File: config.mk
export PLATFORM = sky130hd
export DESIGN_NAME = mem_pattern_gen
export DESIGN_NICKNAME = d
export VERILOG_FILES = /design/src/rtl/mtpg_pkg.sv /design/src/rtl/mtpg_scramble.sv /design/src/rtl/mtpg_control.sv /design/src/rtl/mtpg_datapath.sv /design/src/rtl/mem_pattern_gen.sv
export SDC_FILE = /design/constraint.sdc
export NUM_CORES = 1
export LEC_CHECK = 0
export CAP_MARGIN = 20
export CORE_ASPECT_RATIO = 0.5
export CORE_MARGIN = 5
export CORE_UTILIZATION = 35
export CTS_BUF_LIST = sky130_fd_sc_hd__clkbuf_16
export DETAILED_ROUTE_END_ITERATION = 12
export HOLD_SLACK_MARGIN = 0.08
export PLACE_DENSITY = 0.57
export SLEW_MARGIN = 20
export SYNTH_ARGS = -nofsm -noshare
export SYNTH_HDL_FRONTEND = slang
export SYNTH_SLANG_ARGS = --single-unit
export TNS_END_PERCENT = 1
File: constraint.sdc
create_clock -name clk -period 4.2 [get_ports clk]
set_clock_uncertainty 0.05 [all_clocks]
set_input_delay 0.42 -clock clk [delete_from_list [all_inputs] [get_ports clk]]
set_output_delay 0.42 -clock clk [all_outputs]
set_load 0.1 [all_outputs]
File: src/rtl/mtpg_pkg.sv
package mtpg_pkg;

  typedef enum logic [1:0] {
    ALG_SOLID     = 2'd0,
    ALG_CHECK     = 2'd1,
    ALG_MARCH     = 2'd2,
    ALG_MARCH_ALT = 2'd3
  } algo_e;

  typedef enum logic [1:0] {
    ST_IDLE  = 2'd0,
    ST_RUN   = 2'd1,
    ST_FLUSH = 2'd2,
    ST_DONE  = 2'd3
  } seqState_e;

  // strobes from control to datapath
  typedef struct packed {
    logic capture;   // latch configuration
    logic clrErr;    // clear verdict registers
    logic idxZero;   // load index 0
    logic idxTop;    // load last index
    logic stepUp;
    logic stepDown;
    logic doWr;
    logic doRd;
    logic flipData;  // use complement of background
  } ctrlStrobe_t;

  // one march element or pass
  typedef struct packed {
    logic firstRd;    // first operation is a read
    logic twoOps;     // read followed by write on each word
    logic descending;
    logic inv0;       // complement for first operation
    logic inv1;       // complement for second operation
  } elemDesc_t;

  function automatic logic isMarch(algo_e algo);
    return (algo == ALG_MARCH) || (algo == ALG_MARCH_ALT);
  endfunction

  function automatic logic [1:0] lastElem(algo_e algo);
    return isMarch(algo) ? 2'd3 : 2'd1;
  endfunction

  function automatic elemDesc_t elemDesc(algo_e algo, logic [1:0] elem);
    elemDesc_t d;
    d = '0;
    if (isMarch(algo)) begin
      case (elem)
        2'd0: d = '0;
        2'd1: begin d.firstRd = 1'b1; d.twoOps = 1'b1; d.inv1 = 1'b1; end
        2'd2: begin d.firstRd = 1'b1; d.twoOps = 1'b1; d.descending = 1'b1; d.inv0 = 1'b1; end
        default: d.firstRd = 1'b1;
      endcase
    end else begin
      d.firstRd = (elem != 2'd0);
    end
    return d;
  endfunction

endpackage

File: src/rtl/mtpg_scramble.sv
module mtpg_scramble #(
  parameter int ROW_BITS = 9,
  parameter int COL_BITS = 8
) (
  input  logic [ROW_BITS-1:0]          rowPhys,
  input  logic [COL_BITS-1:0]          colPhys,
  output logic [ROW_BITS+COL_BITS-1:0] devAddr
);
  logic                rowTop;
  logic                colTop;
  logic [ROW_BITS-2:0] rowLow;
  logic [COL_BITS-2:0] colLow;

  assign rowTop = rowPhys[ROW_BITS-1];
  assign colTop = colPhys[COL_BITS-1];
  // lower half of the row range is mirrored when the top row bit is set
  assign rowLow = rowPhys[ROW_BITS-2:0] ^ {(ROW_BITS-1){rowTop}};
  // lower half of the column range is mirrored when the top column bit is clear
  assign colLow = colPhys[COL_BITS-2:0] ^ {(COL_BITS-1){~colTop}};

  assign devAddr = {rowTop, colTop, colLow, rowLow};
endmodule

File: src/rtl/mtpg_control.sv
module mtpg_control
  import mtpg_pkg::*;
(
  input  logic        clk,
  input  logic        rstN,
  input  logic        start,
  input  logic [1:0]  cfgAlgo,
  input  logic        idxAtTop,
  input  logic        idxAtZero,
  output ctrlStrobe_t strobe,
  output algo_e       algoQ,
  output logic        busy,
  output logic        done
);
  seqState_e state, stateN;
  algo_e     algoN;
  logic [1:0] elem, elemN;
  logic       opSel, opSelN;
  elemDesc_t  curDesc, nextDesc;
  logic       atBound;

  always_ff @(posedge clk or negedge rstN) begin
    if (!rstN) begin
      state <= ST_IDLE;
      algoQ <= ALG_SOLID;
      elem  <= 2'd0;
      opSel <= 1'b0;
    end else begin
      state <= stateN;
      algoQ <= algoN;
      elem  <= elemN;
      opSel <= opSelN;
    end
  end

  always_comb begin
    strobe   = '0;
    stateN   = state;
    algoN    = algoQ;
    elemN    = elem;
    opSelN   = opSel;
    curDesc  = elemDesc(algoQ, elem);
    nextDesc = elemDesc(algoQ, elem + 2'd1);
    atBound  = curDesc.descending ? idxAtZero : idxAtTop;
    case (state)
      ST_IDLE, ST_DONE: begin
        if (start) begin
          strobe.capture = 1'b1;
          strobe.clrErr  = 1'b1;
          strobe.idxZero = 1'b1;
          algoN          = algo_e'(cfgAlgo);
          elemN          = 2'd0;
          opSelN         = 1'b0;
          stateN         = ST_RUN;
        end
      end
      ST_RUN: begin
        strobe.doRd     = opSel ? 1'b0 : curDesc.firstRd;
        strobe.doWr     = opSel ? 1'b1 : ~curDesc.firstRd;
        strobe.flipData = opSel ? curDesc.inv1 : curDesc.inv0;
        if (curDesc.twoOps && !opSel) begin
          opSelN = 1'b1;
        end else begin
          opSelN = 1'b0;
          if (atBound) begin
            if (elem == lastElem(algoQ)) begin
              stateN = ST_FLUSH;
            end else begin
              elemN = elem + 2'd1;
              if (nextDesc.descending) strobe.idxTop = 1'b1;
              else                     strobe.idxZero = 1'b1;
            end
          end else if (curDesc.descending) begin
            strobe.stepDown = 1'b1;
          end else begin
            strobe.stepUp = 1'b1;
          end
        end
      end
      default: stateN = ST_DONE;  // flush: final compare taken this cycle
    endcase
  end

  assign busy = (state == ST_RUN);
  assign done = (state == ST_DONE);
endmodule

File: src/rtl/mtpg_datapath.sv
module mtpg_datapath
  import mtpg_pkg::*;
#(
  parameter int ROW_BITS = 9,
  parameter int COL_BITS = 8,
  parameter int DATA_W   = 8
) (
  input  logic                          clk,
  input  logic                          rstN,
  input  ctrlStrobe_t                   strobe,
  input  algo_e                         algo,
  input  logic [ROW_BITS+COL_BITS-1:0]  cfgTopIndex,
  input  logic                          cfgInvert,
  input  logic [DATA_W-1:0]             memRdData,
  output logic [ROW_BITS+COL_BITS-1:0]  memAddr,
  output logic [DATA_W-1:0]             memWrData,
  output logic [DATA_W-1:0]             memExpData,
  output logic                          memWe,
  output logic                          memRe,
  output logic                          idxAtTop,
  output logic                          idxAtZero,
  output logic                          errFlag,
  output logic [ROW_BITS+COL_BITS-1:0]  failAddr
);
  localparam int ADDR_W = ROW_BITS + COL_BITS;

  logic [ADDR_W-1:0]   idx, topQ, devAddr, rdAddrQ;
  logic                polQ, rdPendQ;
  logic [ROW_BITS-1:0] rowPhys;
  logic [COL_BITS-1:0] colPhys;
  logic [DATA_W-1:0]   solidWord, baseWord, cellWord, rdExpQ;

  always_ff @(posedge clk or negedge rstN) begin
    if (!rstN) begin
      idx  <= '0;
      topQ <= '0;
      polQ <= 1'b0;
    end else begin
      if (strobe.capture) begin
        topQ <= cfgTopIndex;
        polQ <= cfgInvert;
      end
      if (strobe.idxZero)       idx <= '0;
      else if (strobe.idxTop)   idx <= topQ;
      else if (strobe.stepUp)   idx <= idx + 1'b1;
      else if (strobe.stepDown) idx <= idx - 1'b1;
    end
  end

  assign idxAtTop  = (idx == topQ);
  assign idxAtZero = (idx == '0);

  // x runs fastest: low index bits are the column
  assign colPhys = idx[COL_BITS-1:0];
  assign rowPhys = idx[ADDR_W-1:COL_BITS];

  mtpg_scramble #(.ROW_BITS(ROW_BITS), .COL_BITS(COL_BITS)) scr_i (
    .rowPhys (rowPhys),
    .colPhys (colPhys),
    .devAddr (devAddr)
  );

  // solid word: low index bits, zero-extended when the word is wider
  for (genvar b = 0; b < DATA_W; b++) begin : g_solid
    if (b < ADDR_W) begin : g_bit
      assign solidWord[b] = idx[b];
    end else begin : g_pad
      assign solidWord[b] = 1'b0;
    end
  end

  always_comb begin
    case (algo)
      ALG_SOLID: baseWord = solidWord;
      ALG_CHECK: baseWord = {DATA_W{colPhys[0] ^ rowPhys[0]}};
      default:   baseWord = '0;
    endcase
  end

  assign cellWord   = baseWord ^ {DATA_W{polQ ^ strobe.flipData}};
  assign memAddr    = devAddr;
  assign memWrData  = cellWord;
  assign memExpData = cellWord;
  assign memWe      = strobe.doWr;
  assign memRe      = strobe.doRd;

  // read-return compare, one cycle behind the read
  always_ff @(posedge clk or negedge rstN) begin
    if (!rstN) begin
      rdPendQ  <= 1'b0;
      rdExpQ   <= '0;
      rdAddrQ  <= '0;
      errFlag  <= 1'b0;
      failAddr <= '0;
    end else begin
      rdPendQ <= strobe.doRd;
      if (strobe.doRd) begin
        rdExpQ  <= cellWord;
        rdAddrQ <= devAddr;
      end
      if (strobe.clrErr) begin
        errFlag  <= 1'b0;
        failAddr <= '0;
      end else if (rdPendQ && (memRdData != rdExpQ) && !errFlag) begin
        errFlag  <= 1'b1;
        failAddr <= rdAddrQ;
      end
    end
  end
endmodule

File: src/rtl/mem_pattern_gen.sv
module mem_pattern_gen
  import mtpg_pkg::*;
#(
  parameter int ROW_BITS = 9,
  parameter int COL_BITS = 8,
  parameter int DATA_W   = 8
) (
  input  logic                          clk,
  input  logic                          rstN,
  input  logic                          start,
  input  logic [1:0]                    cfgAlgo,
  input  logic [ROW_BITS+COL_BITS-1:0]  cfgTopIndex,
  input  logic                          cfgInvert,
  input  logic [DATA_W-1:0]             memRdData,
  output logic [ROW_BITS+COL_BITS-1:0]  memAddr,
  output logic [DATA_W-1:0]             memWrData,
  output logic                          memWe,
  output logic                          memRe,
  output logic [DATA_W-1:0]             memExpData,
  output logic                          busy,
  output logic                          done,
  output logic                          errFlag,
  output logic [ROW_BITS+COL_BITS-1:0]  failAddr
);
  ctrlStrobe_t strobe;
  algo_e       algoQ;
  logic        idxAtTop, idxAtZero;

  mtpg_control ctl_i (
    .clk       (clk),
    .rstN      (rstN),
    .start     (start),
    .cfgAlgo   (cfgAlgo),
    .idxAtTop  (idxAtTop),
    .idxAtZero (idxAtZero),
    .strobe    (strobe),
    .algoQ     (algoQ),
    .busy      (busy),
    .done      (done)
  );

  mtpg_datapath #(.ROW_BITS(ROW_BITS), .COL_BITS(COL_BITS), .DATA_W(DATA_W)) dp_i (
    .clk         (clk),
    .rstN        (rstN),
    .strobe      (strobe),
    .algo        (algoQ),
    .cfgTopIndex (cfgTopIndex),
    .cfgInvert   (cfgInvert),
    .memRdData   (memRdData),
    .memAddr     (memAddr),
    .memWrData   (memWrData),
    .memExpData  (memExpData),
    .memWe       (memWe),
    .memRe       (memRe),
    .idxAtTop    (idxAtTop),
    .idxAtZero   (idxAtZero),
    .errFlag     (errFlag),
    .failAddr    (failAddr)
  );
endmodule

Word-level counts from Yosys, hierarchy flattened
Index checks and enable logic that the tools add are counted.
{"block": "word_totals", "word_cells": 107, "ff_bits": 86, "inputBits": 31, "out_inout_bits": 55}
{"block": "classes", "n_reduce_logical": 20, "add_sub_neg": 3, "n_bitwise": 7, "n_eq_ne": 17, "mux": 48}
{"operator": "$mux 17", "count": 6}
{"operator": "$mux 2", "count": 15}
{"operator": "$add 17x1->17 const B", "count": 1}
{"operator": "$eq 17x17->1", "count": 1}
{"operator": "$logic_not 17->1", "count": 1}
{"operator": "$mux 1", "count": 17}
{"operator": "$sub 17x1->17 const B", "count": 1}
{"operator": "$pmux 8 s2", "count": 1}
{"operator": "$xor 8x8->8", "count": 2}
{"operator": "$eq 2x2->1 const B", "count": 5}
{"operator": "$eq 2x1->1 const B", "count": 4}
{"operator": "$mux 4", "count": 2}
{"operator": "$ne 8x8->1", "count": 1}
{"operator": "$pmux 2 s2", "count": 2}
{"operator": "$xor 7x7->7", "count": 1}
{"operator": "$logic_not 2->1", "count": 3}
{"operator": "$mux 3", "count": 2}
{"operator": "$mux 6", "count": 1}
{"operator": "$ne 2x2->1 const B", "count": 3}
{"operator": "$reduce_bool 2->1", "count": 3}
{"operator": "$reduce_and 5->1", "count": 1}
{"operator": "$ne 2x1->1 const B", "count": 2}
{"operator": "$pmux 1 s2", "count": 2}
{"operator": "$reduce_and 2->1", "count": 2}
{"operator": "10 further kinds", "count": 16}

Longest topological paths before layout
Gate-level depths: netlist of the first run.
{"block": "depth", "ltp_word": 13, "depth_mapped": 18, "ltp_nobuf": 17}

By module
From an unflattened synthesis of the first run, not the netlist that was laid out.
{"block": "hier_totals", "cells_unflattened": 478, "hier_area_um2": 5201.2}
{"module": "mtpg_datapath", "area_each_um2": 4354.2, "seq_area_each_um2": 1976.9, "n_inst": 1, "cells_per_inst": 388}
{"module": "mtpg_control", "area_each_um2": 678.2, "seq_area_each_um2": 175.2, "n_inst": 1, "cells_per_inst": 71}
{"module": "mtpg_scramble", "area_each_um2": 168.9, "seq_area_each_um2": 0.0, "n_inst": 1, "cells_per_inst": 19}

Worst setup path after synthesis of the first run
OpenSTA, ideal clock, no wires.
{"block": "synth_timing", "path_kind": "register -> output", "startpoint": "reg ctl_i.state[1]", "endpoint": "out memWrData[7]", "path_buffers": 2, "path_slack_ps": -690, "arrival_ps": 4420, "required_time_ps": 3730, "stages_incl_launch_ff": 8, "path_cell_list": "dfrtp_1 -> inv_1 -> ha_1 -> clkbuf_1 -> nand3_1 -> xor2_1 -> xor2_1 -> buf_4"}
{"block": "synth_between", "elab_chain_len": 4}
{"element": "start, declared", "line": "mtpg_control.sv:15", "source": "seqState_e state, stateN;"}
{"element": "start signal, assigned", "line": "mtpg_control.sv:29", "source": "state <= stateN;"}
{"element": "$eq 2x1->1"}
{"element": "via busy", "line": "mem_pattern_gen.sv:20", "source": "output logic busy,"}
{"element": "$mux 6", "line": "mtpg_control.sv:45", "source": "case (state)"}
{"element": "$xor 1x1->1", "line": "mtpg_datapath.sv:80", "source": "assign cellWord = baseWord ^ {DATA_W{polQ ^ strobe.flipData}};"}
{"element": "$xor 8x8->8", "line": "mtpg_datapath.sv:80"}
{"element": "end, declared", "line": "mem_pattern_gen.sv:16", "source": "output logic [DATA_W-1:0] memWrData,"}
The timed path passes the listed nets, and every way through them passes these cells.

Final worst setup path of the first run
{"block": "layout_timing", "startpoint": "reg ctl_i.elem[0]", "endpoint": "reg dp_i.idx[10]"}
{"block": "layout_between", "elab_chain_len": 11, "elab_cells_between_ends": 27, "classes_between": "add/sub: 1; eq/ne: 4; mux: 19; reduce/logical: 3"}
{"element": "start, declared", "line": "mtpg_control.sv:17", "source": "logic [1:0] elem, elemN;"}
{"element": "start signal, assigned", "line": "mtpg_control.sv:31", "source": "elem <= elemN;"}
{"element": "$add 2x1->2", "line": "mtpg_control.sv:43", "source": "nextDesc = elemDesc(algoQ, elem + 2'd1);"}
{"element": "$eq 2x2->1"}
{"element": "$mux 2", "line": "mtpg_pkg.sv:51", "source": "case (elem)"}
{"element": "$mux 3", "line": "mtpg_pkg.sv:50", "source": "if (isMarch(algo)) begin"}
{"element": "$mux 1", "line": "mtpg_control.sv:70", "source": "if (nextDesc.descending) strobe.idxTop = 1'b1;"}
{"element": "$mux 2", "line": "mtpg_control.sv:66", "source": "if (elem == lastElem(algoQ)) begin"}
{"element": "$mux 2", "line": "mtpg_control.sv:65", "source": "if (atBound) begin"}
{"element": "$mux 4 (*)", "line": "mtpg_control.sv:61", "source": "if (curDesc.twoOps && !opSel) begin"}
{"element": "$mux 6", "line": "mtpg_control.sv:45"}
{"element": "$mux 17", "line": "mtpg_datapath.sv:44", "source": "else if (strobe.idxTop) idx <= topQ;"}
{"element": "$mux 17", "line": "mtpg_datapath.sv:43", "source": "if (strobe.idxZero) idx <= '0;"}
{"element": "end signal, assigned", "line": "mtpg_datapath.sv:44"}
{"element": "end signal, assigned", "line": "mtpg_datapath.sv:45", "source": "else if (strobe.stepUp) idx <= idx + 1'b1;"}
{"element": "end signal, assigned", "line": "mtpg_datapath.sv:46", "source": "else if (strobe.stepDown) idx <= idx - 1'b1;"}
{"element": "end, declared", "line": "mtpg_datapath.sv:27", "source": "logic [ADDR_W-1:0] idx, topQ, devAddr, rdAddrQ;"}
Mark *: on every way between the ends. The rest lies on a longest branch, timed or not.
A chain may end at the register's enable or synchronous reset.

==> metrics.cfg, run 1 <==
[sta]
setup_tns_ps = 0
setup_viol = 0
max_freq_mhz = 255.6
finalCritPeriodShare_pct = 93.15
timing.final.hold_violations = 0
drv_slew = 0
relSlewSlack_pct = 32.83
worst-slew-pin-transition_ps = 1004
period_minus_slack_ps = 3912
rsz0062_at_grt = false

[finish]
drive_above_1_share_pct = 13.78
final_cell_mix = nand2_1 (159), dfrtp_1 (86), clkdlybuf4s50_1 (67)
diodes = 0
fin_nets = 778
final_common_cell = nand2_1
area.growth.synth_to_final_pct = 28.02

[synth]
synthSimpleGateAreaFrac_pct = 21.31
synth_compound_area_share_pct = 15.32
avgSynthCellArea_sq_um = 8.543
yosysWarnings = 0
synth_xor_area_share_pct = 9.718
syn_area_sq_um = 5408
syn_nets = 683
seq_area_frac_synth_pct = 39.80
synth_edf_count = 0
ys.flop_type = dfrtp_1
muxShareOfSynthArea_pct = 4.489
synth_seq_cells = 86
synthCells = 633
synth_adder_area_share_pct = 4.396
synth_top_family_by_area = simple AND/OR/NAND/NOR gates
synth_cell_type_count = 58
synth_async_sr_flop_share_pct = 100.0

[floorplanning]
die_h_um = 97.90
coreArea_sq_um = 15290
die_w_um = 185.8
dieArea_sq_um = 18190
ios = 86
rows = 32
start_util_pct = 35.36

[critical_path]
critPathRequiredTime_ps = 4420
path_max_fanout = 5
crit_start = ctl_i.elem[0]
reg2regPathDepth = 17
worstReg2RegEnd = dp_i.idx[10]
critPathKind = reg -> reg
start_kind = flip-flop
arrival_ps = 4130
cp-end-kind = flip-flop
r2r-start = ctl_i.elem[0]
reg2reg_slack_ps = 290
endpoint = dp_i.idx[10]

[grt]
grt_start_max_net_pins = 63
overflow = 0
grt_pass1_vias = 4646
globalRouteTotalUtil_pct = 17.85
grt_first_pass_wirelength_um = 25910
antenna_found_initial = 0

[placement]
portBuffers = 85
gp_congestion = 0.9421
hpwlAfterDp_um = 11830

[clocking]
clkLatencyLatePin_ps = 350
clkTransAtPathRegs_ps = 70
cts_max_path_buffers = 2
clockRootBuffer = clkbuf_16
cts_hold_buf = 0
cts_tree = built
htreeDepth = 3
numCtsBuffers = 9
cts_sinks = 86

[route]
drc_errors = 0
avgRoutedWirePerCell_um = 16.96
detail-route-antenna-nets = 0
initialDrtViolationCount = 423
avgViaCountPerCell = 5.067
firstDrtPassIters = 5
routed_wl_um = 15890
via_count = 4748

[status]
outcome = complete, no violations

[run]
max-cap-violations = 0

[min_path]
hold_path_class = in -> async

[cells in the mapped netlist (all sizes together), types with 14 or more instances]
master	n	area (sq um)
a21oi	37	192.7
nand2	160	603.1
xnor2	33	289.0
mux2i	22	220.2
dfrtp	86	2152
ha	19	237.7
nor2	47	176.4
clkbuf	19	71.32
inv	14	52.55
buf	22	145.1
xor2	27	236.5
o21ai	23	115.1
[metal layers]
layer  vias to the layer above  routed length (um)  track usage [%]
met1                      2274                8097            27.47
met4                         0                 114            3.022
li1                       2353                   -                -
met5                         -                   0                0
met2                       112                6813            26.56
met3                         9                 867            3.126
[through the flow]
stage                     worst slack (ps)  utilization (%)  std cells  instance area (sq um)  hold WS (ps)
final                                287.8            45.26        937                   6923         93.89
after global routing                 40.27            45.26        937                   6923         177.0
after CTS                            135.8            45.04        935                   6889         134.1
after detailed placement             155.9            43.20        919                   6608         416.5
after global placement               277.6            43.20        919                   6608         410.1
after floorplan                      2.323                -        633                   5479         74.41
[how the worst min path moves through the flow]
stage | start | cells after the start | endpoint
2_1_floorplan | rstN | 0 | ctl_i.algoQ[0]
3_3_place_gp | dp_i.rdAddrQ[8] | 2 | dp_i.rdAddrQ[8]
3_5_place_dp | dp_i.rdAddrQ[7] | 2 | dp_i.rdAddrQ[7]
4_1_cts | rstN | 1 | dp_i.topQ[8]
5_1_grt | rstN | 1 | dp_i.topQ[14]
6_report | rstN | 1 | dp_i.topQ[8]
[kinds of logic (layout without fill, tap and decap cells)]
| kind of cell | after synthesis | after routing |
|---|---|---|
| compound gates | 126 | 126 |
| buf+inv | 55 | 155 |
| simple gates | 263 | 263 |
| flops | 86 | 86 |
| xor+xnor | 60 | 60 |
| mux | 24 | 24 |
| fa+ha+maj | 19 | 19 |
[worst max-delay path: stages, from the launching register on]
cell	delay [ps]
dfrtp_1	410
inv_1	110
ha_1	320
nor2b_1	310
o21ai_2	110
nand2_1	140
a21oi_4	60
xnor2_1	130
ha_1	220
or2_2	300
a221oi_2	280
nand3_1	100
mux2_2	310
nand2_2	130
a41oi_2	130
xnor2_1	180
or4_1	400
a31oi_1	140
[repair_timing]
action | 4_1_cts | 5_1_grt
hold endpoints to repair | 0 | 0
setup endpoints to repair | 0 | 9
resized for setup | 0 | 5
buffers inserted | 0 | 2
[registers in the layout, indices dropped and copies added (netlist names)]
name,flops
dp_i.failAddr,17
dp_i.idx,17
dp_i.rdAddrQ,17
dp_i.topQ,17
dp_i.rdExpQ,8
ctl_i.algoQ,2
ctl_i.elem,2
ctl_i.state,2
ctl_i.opSel,1
dp_i.errFlag,1
dp_i.polQ,1
dp_i.rdPendQ,1
[layout make-up]
class                      instances  area [sq um]
fill                            1501          8372
multi-input combinational        492          3075
sequential                        86          2152
timing repair buffer             125          1106
tap                              204         255.2
clock buffer                       9         225.2
clock inverter                     7         56.30
inverter                          14         52.55
Power of run 1 is not shown: default switching activity piles up to over one toggle a cycle in this logic, so the estimate is an artifact.
==> run 2, diff against run 1 <==
--- a/config.mk
+++ b/config.mk
@@ -12,7 +12,6 @@
 export CTS_BUF_LIST = sky130_fd_sc_hd__clkbuf_16
 export DETAILED_ROUTE_END_ITERATION = 12
 export HOLD_SLACK_MARGIN = 0.08
-export PLACE_DENSITY = 0.57
 export SLEW_MARGIN = 20
 export SYNTH_ARGS = -nofsm -noshare
 export SYNTH_HDL_FRONTEND = slang
==> constraint.sdc (replaced) <==
create_clock -name clk -period 4.2 [get_ports clk]
set_clock_uncertainty 0.05 [all_clocks]
set_input_delay 0.42 -clock clk [delete_from_list [all_inputs] [get_ports clk]]
set_output_delay 0.42 -clock clk [all_outputs]
set_load 0.02 [all_outputs]
==> run 2 against run 1 <==
Routed wire length grew 0.16%. Die area is the same. Design area shrank 0.47%. Fmax shrank 1.7%. Clock-buffer cell count is the same. Flip-flop and latch count is the same. Cell count shrank 0.53%. Hold slack lost 20 ps. First-iteration DRC count shrank 24%. Sequential share of layout area grew 0.17 points. Utilization shrank 0.21 points.
==> metrics.cfg, run 2 (synthesis results as in run 1) <==
[sta]
finalCritPeriodShare_pct = 94.76
worst-slew-pin-transition_ps = 1050
drv_slew = 0
timing.final.hold_violations = 0
worst_hold_slack_ps = 73.43
period_minus_slack_ps = 3980
setup_viol = 0
max_freq_mhz = 251.3
relSlewSlack_pct = 29.97

[placement]
hpwlAfterDp_um = 11880
gp_congestion = 0.9208
portBuffers = 85

[route]
initialDrtViolationCount = 323
via_count = 4843
met2_length_um = 7023
route.met3.wl_um = 795
detail-route-antenna-nets = 0
avgRoutedWirePerCell_um = 17.08
firstDrtPassIters = 5
routed_wl_um = 15920
drc_errors = 0
met1_length_um = 7827
avgViaCountPerCell = 5.196
top_layer_used = met4

[floorplanning]
rows = 32
die_w_um = 185.8
dieArea_sq_um = 18190
coreArea_sq_um = 15290
ios = 86
start_util_pct = 35.36
die_h_um = 97.90

[finish]
final_cell_mix = nand2_1 (159), dfrtp_1 (85), clkdlybuf4s50_1 (84)
final_common_cell = nand2_1
diodes = 0
drive_above_1_share_pct = 9.478
area.growth.synth_to_final_pct = 27.42
fin_nets = 774

[clocking]
cts_sinks = 86
clkTransAtPathRegs_ps = 80
clockRootBuffer = clkbuf_16
numCtsBuffers = 9
cts_max_path_buffers = 2
cts_tree = built
clkLatencyLatePin_ps = 350
htreeDepth = 3

[critical_path]
cp_cell_sequence = inv_1, ha_1, nor2b_1, o21ai_2, nand2_1, a21oi_2, xnor2_1, ha_1, or2_2, a221oi_4, nand3_1, mux2_2, a21oi_1, o21bai_1, a2111o_1, o211ai_1, o211ai_1
reg2regPathDepth = 17
slowest_delay_ps = 420
critPathKind = reg -> reg
cp-end-kind = flip-flop
reg2reg_slack_ps = 220
cp.depth = 17
crit_family = compound AO/OA/AOI/OAI gates
r2r-start = ctl_i.elem[0]
critPathRequiredTime_ps = 4380
arrival_ps = 4150
start_kind = flip-flop
path_buf_inv = 1
endpoint = dp_i.idx[16]
worstReg2RegEnd = dp_i.idx[16]
crit_start = ctl_i.elem[0]
cp_slowest_cell = a2111o_1
path_max_fanout = 5

[grt]
overflow = 0
grt_pass1_vias = 4685
grt_first_pass_wirelength_um = 26030
globalRouteTotalUtil_pct = 17.85
grt_start_max_net_pins = 53
antenna_found_initial = 0

[min_path]
hold_path_class = in -> async

[run]
max-cap-violations = 0

[status]
outcome = complete, no violations

run 2: through the flow:
step | std cells | cell area (sq um) | utilization [%] | setup WS, ps | TNS, ps
detailed placement | 914 | 6555 | 42.86 | 38.14 | 0
global route | 932 | 6890 | 45.05 | -21.40 | -21.40
floorplan | 633 | 5409 | - | 26.60 | 0
finish | 932 | 6890 | 45.05 | 220.3 | 0
global placement | 914 | 6555 | 42.86 | 222.6 | 0
CTS | 929 | 6848 | 44.77 | 19.55 | 0
run 2: layout make-up:
cell class | instances | area [sq um]
fill | 1535 | 8404
multi-input combinational | 492 | 3005
sequential | 86 | 2153
timing repair buffer | 121 | 1131
tap | 204 | 255.2
clock buffer | 9 | 225.2
clock inverter | 6 | 67.56
inverter | 14 | 52.55
run 2: worst min-delay path by stage:
stage                      from          endpoint  slack (ps)  cells past startpoint
6_report                   rstN       dp_i.idx[9]          70                      1
3_3_place_gp   dp_i.rdAddrQ[10]  dp_i.rdAddrQ[10]         410                      2
4_1_cts                    rstN      dp_i.idx[11]         100                      1
5_1_grt                    rstN     dp_i.topQ[13]         130                      1
2_1_floorplan              rstN    ctl_i.algoQ[0]          70                      0
3_5_place_dp   dp_i.rdAddrQ[10]  dp_i.rdAddrQ[10]         410                      2
run 2: metal layers:
layer  track usage (%)  vias to the layer above
li1                  -                     2343
met1             26.44                     2347
met2             26.76                      134
met3             3.647                       19
met4             4.309                        0
met5                 0                        -
run 2: what timing repair did:
item                       4_1_cts  5_1_grt
setup endpoints to repair        0        9
resized for setup                0        5
buffers inserted                 0        3
hold buffers                     0        0
Power of run 2 is left out for the same reason.
==> run 3, diff against run 2 <==
--- a/config.mk
+++ b/config.mk
@@ -12,6 +12,7 @@
 export CTS_BUF_LIST = sky130_fd_sc_hd__clkbuf_16
 export DETAILED_ROUTE_END_ITERATION = 12
 export HOLD_SLACK_MARGIN = 0.08
+export RECOVER_POWER = 50
 export SLEW_MARGIN = 20
 export SYNTH_ARGS = -nofsm -noshare
 export SYNTH_HDL_FRONTEND = slang
==> constraint.sdc (replaced) <==
create_clock -name clk -period 4.5 [get_ports clk]
set_clock_uncertainty 0.05 [all_clocks]
set_input_delay 0.45 -clock clk [delete_from_list [all_inputs] [get_ports clk]]
set_output_delay 0.45 -clock clk [all_outputs]
set_load 0.02 [all_outputs]
==> run 3 against run 2 <==
The flow now finishes with violations (capacitance limit, slew limit). Via count decreased by 1.8%. Register-to-register slack improved by 140 ps. Setup slack improved by 140 ps. Global-route usage about the same. Design area decreased by 1.1%. Die area unchanged. Routed wire length about the same. Critical endpoint is now memExpData[7]. Utilization decreased by 0.50 points. Clock-buffer cell count unchanged. Largest cell class unchanged. Non-clock buffer count decreased by 6. Hold slack improved by 350 ps. Sequential share of layout area increased by 0.33 points.
==> metrics.cfg, run 3 (synthesis results as in run 1) <==
[route]
detail-route-antenna-nets = 0
initialDrtViolationCount = 350
avgRoutedWirePerCell_um = 17.18
drc_errors = 0
firstDrtPassIters = 5
via_count = 4757
routed_wl_um = 15910
avgViaCountPerCell = 5.137

[sta]
max_freq_mhz = 241.3
relSlewSlack_pct = -59.99
worst-slew-pin-transition_ps = 2400
setup_tns_ps = 0
period_minus_slack_ps = 4144
finalCritPeriodShare_pct = 92.09
setup_viol = 0
rsz0062_at_grt = false
timing.final.hold_violations = 0
drv_slew = 74

[finish]
n_fill_cell = 1561
fin_nets = 768
final_common_cell = nand2_1
drive_above_1_share_pct = 8.033
final_cell_mix = nand2_1 (159), dfrtp_1 (86), clkdlybuf4s50_1 (66)
area.growth.synth_to_final_pct = 26.01
diodes = 0
multiInputGateArea_sq_um = 3000
seq_area_sq_um = 2152

[status]
violations = capacitance limit, slew limit
outcome = finished with violations

[floorplanning]
rows = 32
die_h_um = 97.90
coreArea_sq_um = 15290
dieArea_sq_um = 18190
die_w_um = 185.8
start_util_pct = 35.36
ios = 86

[pwr]
powerDensity_nw_per_um2 = 972.1
leakage_nw = 3.213
peakVddDrop_v = 0.0003188
power_mw = 6.624

[clocking]
numCtsBuffers = 9
cts_max_path_buffers = 2
cts_tree = built
htreeDepth = 3
clkTransAtPathRegs_ps = 60
post-cts-setup-buffers = 0
clkLatencyLatePin_ps = 340
cts_sinks = 86
clockRootBuffer = clkbuf_16

[critical_path]
critPathKind = reg -> out
critPathRequiredTime_ps = 4000
arrival_ps = 3640
cp-end-kind = output pin
path_max_fanout = 14
start_kind = flip-flop
r2r-start = ctl_i.elem[0]
crit_start = ctl_i.state[1]

[grt]
grt_pass1_vias = 4782
grt_first_pass_wirelength_um = 26060
globalRouteTotalUtil_pct = 17.84
grt_start_max_net_pins = 45
overflow = 0
antenna_found_initial = 0

[placement]
portBuffers = 85
gp_congestion = 0.9468
hpwlAfterDp_um = 11800

[min_path]
hold_path.startpoint = dp_i.rdAddrQ[10]
hold_path_class = reg -> reg

[run]
max-cap-violations = 2

[run 3: path summary, 6_finish.rpt]
path	to	cells after the start	slack (ps)
setup / recovery	memExpData[7]	7	360
hold / removal	dp_i.rdAddrQ[10]	2	420
setup reg to reg	dp_i.idx[10]	17	360
hold reg to reg	dp_i.rdAddrQ[10]	2	420
max in group asynchronous	dp_i.rdAddrQ[6]	3	990
min in group asynchronous	dp_i.topQ[8]	2	1320
[run 3: critical path, stage by stage (launching register included)]
cell,delay (ps)
dfrtp_1,410
inv_1,90
ha_1,170
clkbuf_1,510
nand3_1,320
xor2_1,740
xor2_1,370
clkdlybuf4s50_1,680
[run 3: per-stage QoR]
stage / hold slack, ps / setup WS (ps) / instances / instance area [sq um] / utilization [%]
floorplan: 104.4 / 222.7 / 633 / 5408 / -
detailed placement: 411.6 / 262.1 / 910 / 6514 / 42.59
finish: 423.9 / 355.9 / 926 / 6814 / 44.55
CTS: 428.7 / 217.2 / 926 / 6819 / 44.58
global route: 444.5 / 8.745 / 926 / 6814 / 44.55
global placement: 407.7 / 406.2 / 910 / 6513 / 42.58
[run 3: per-layer routing]
metal  vias up  global-route usage (%)  share of wire, %
met4         0                   4.085               1.2
li1       2332                       -                 -
met1      2306                   25.98                49
met2       102                   27.40                44
met5         -                       0                 0
met3        17                   3.610               5.2
[run 3: power by group]
part	internal, mW	leakage (nW)	switching (mW)
clock network	0.431	0.135	0.324
logic	1.86	1.97	2.59
registers	1.11	1.11	0.313
[run 3: cell type report]
class,instances,area share [%]
sequential,86,31.58
clock buffer,9,3.305
inverter,14,0.7712
tap,204,3.746
multi-input combinational,492,44.03
clock inverter,6,1.028
timing repair buffer,115,15.53
[run 3: what timing repair did]
| item | in CTS | in global routing |
|---|---|---|
| gates resized for setup | 0 | 2 |
| hold buffers | 1 | 0 |
| endpoints found under the setup margin | 0 | 4 |
| endpoints found under the hold margin | 2 | 0 |
No activity file was read; power rests on OpenSTA's default activity.
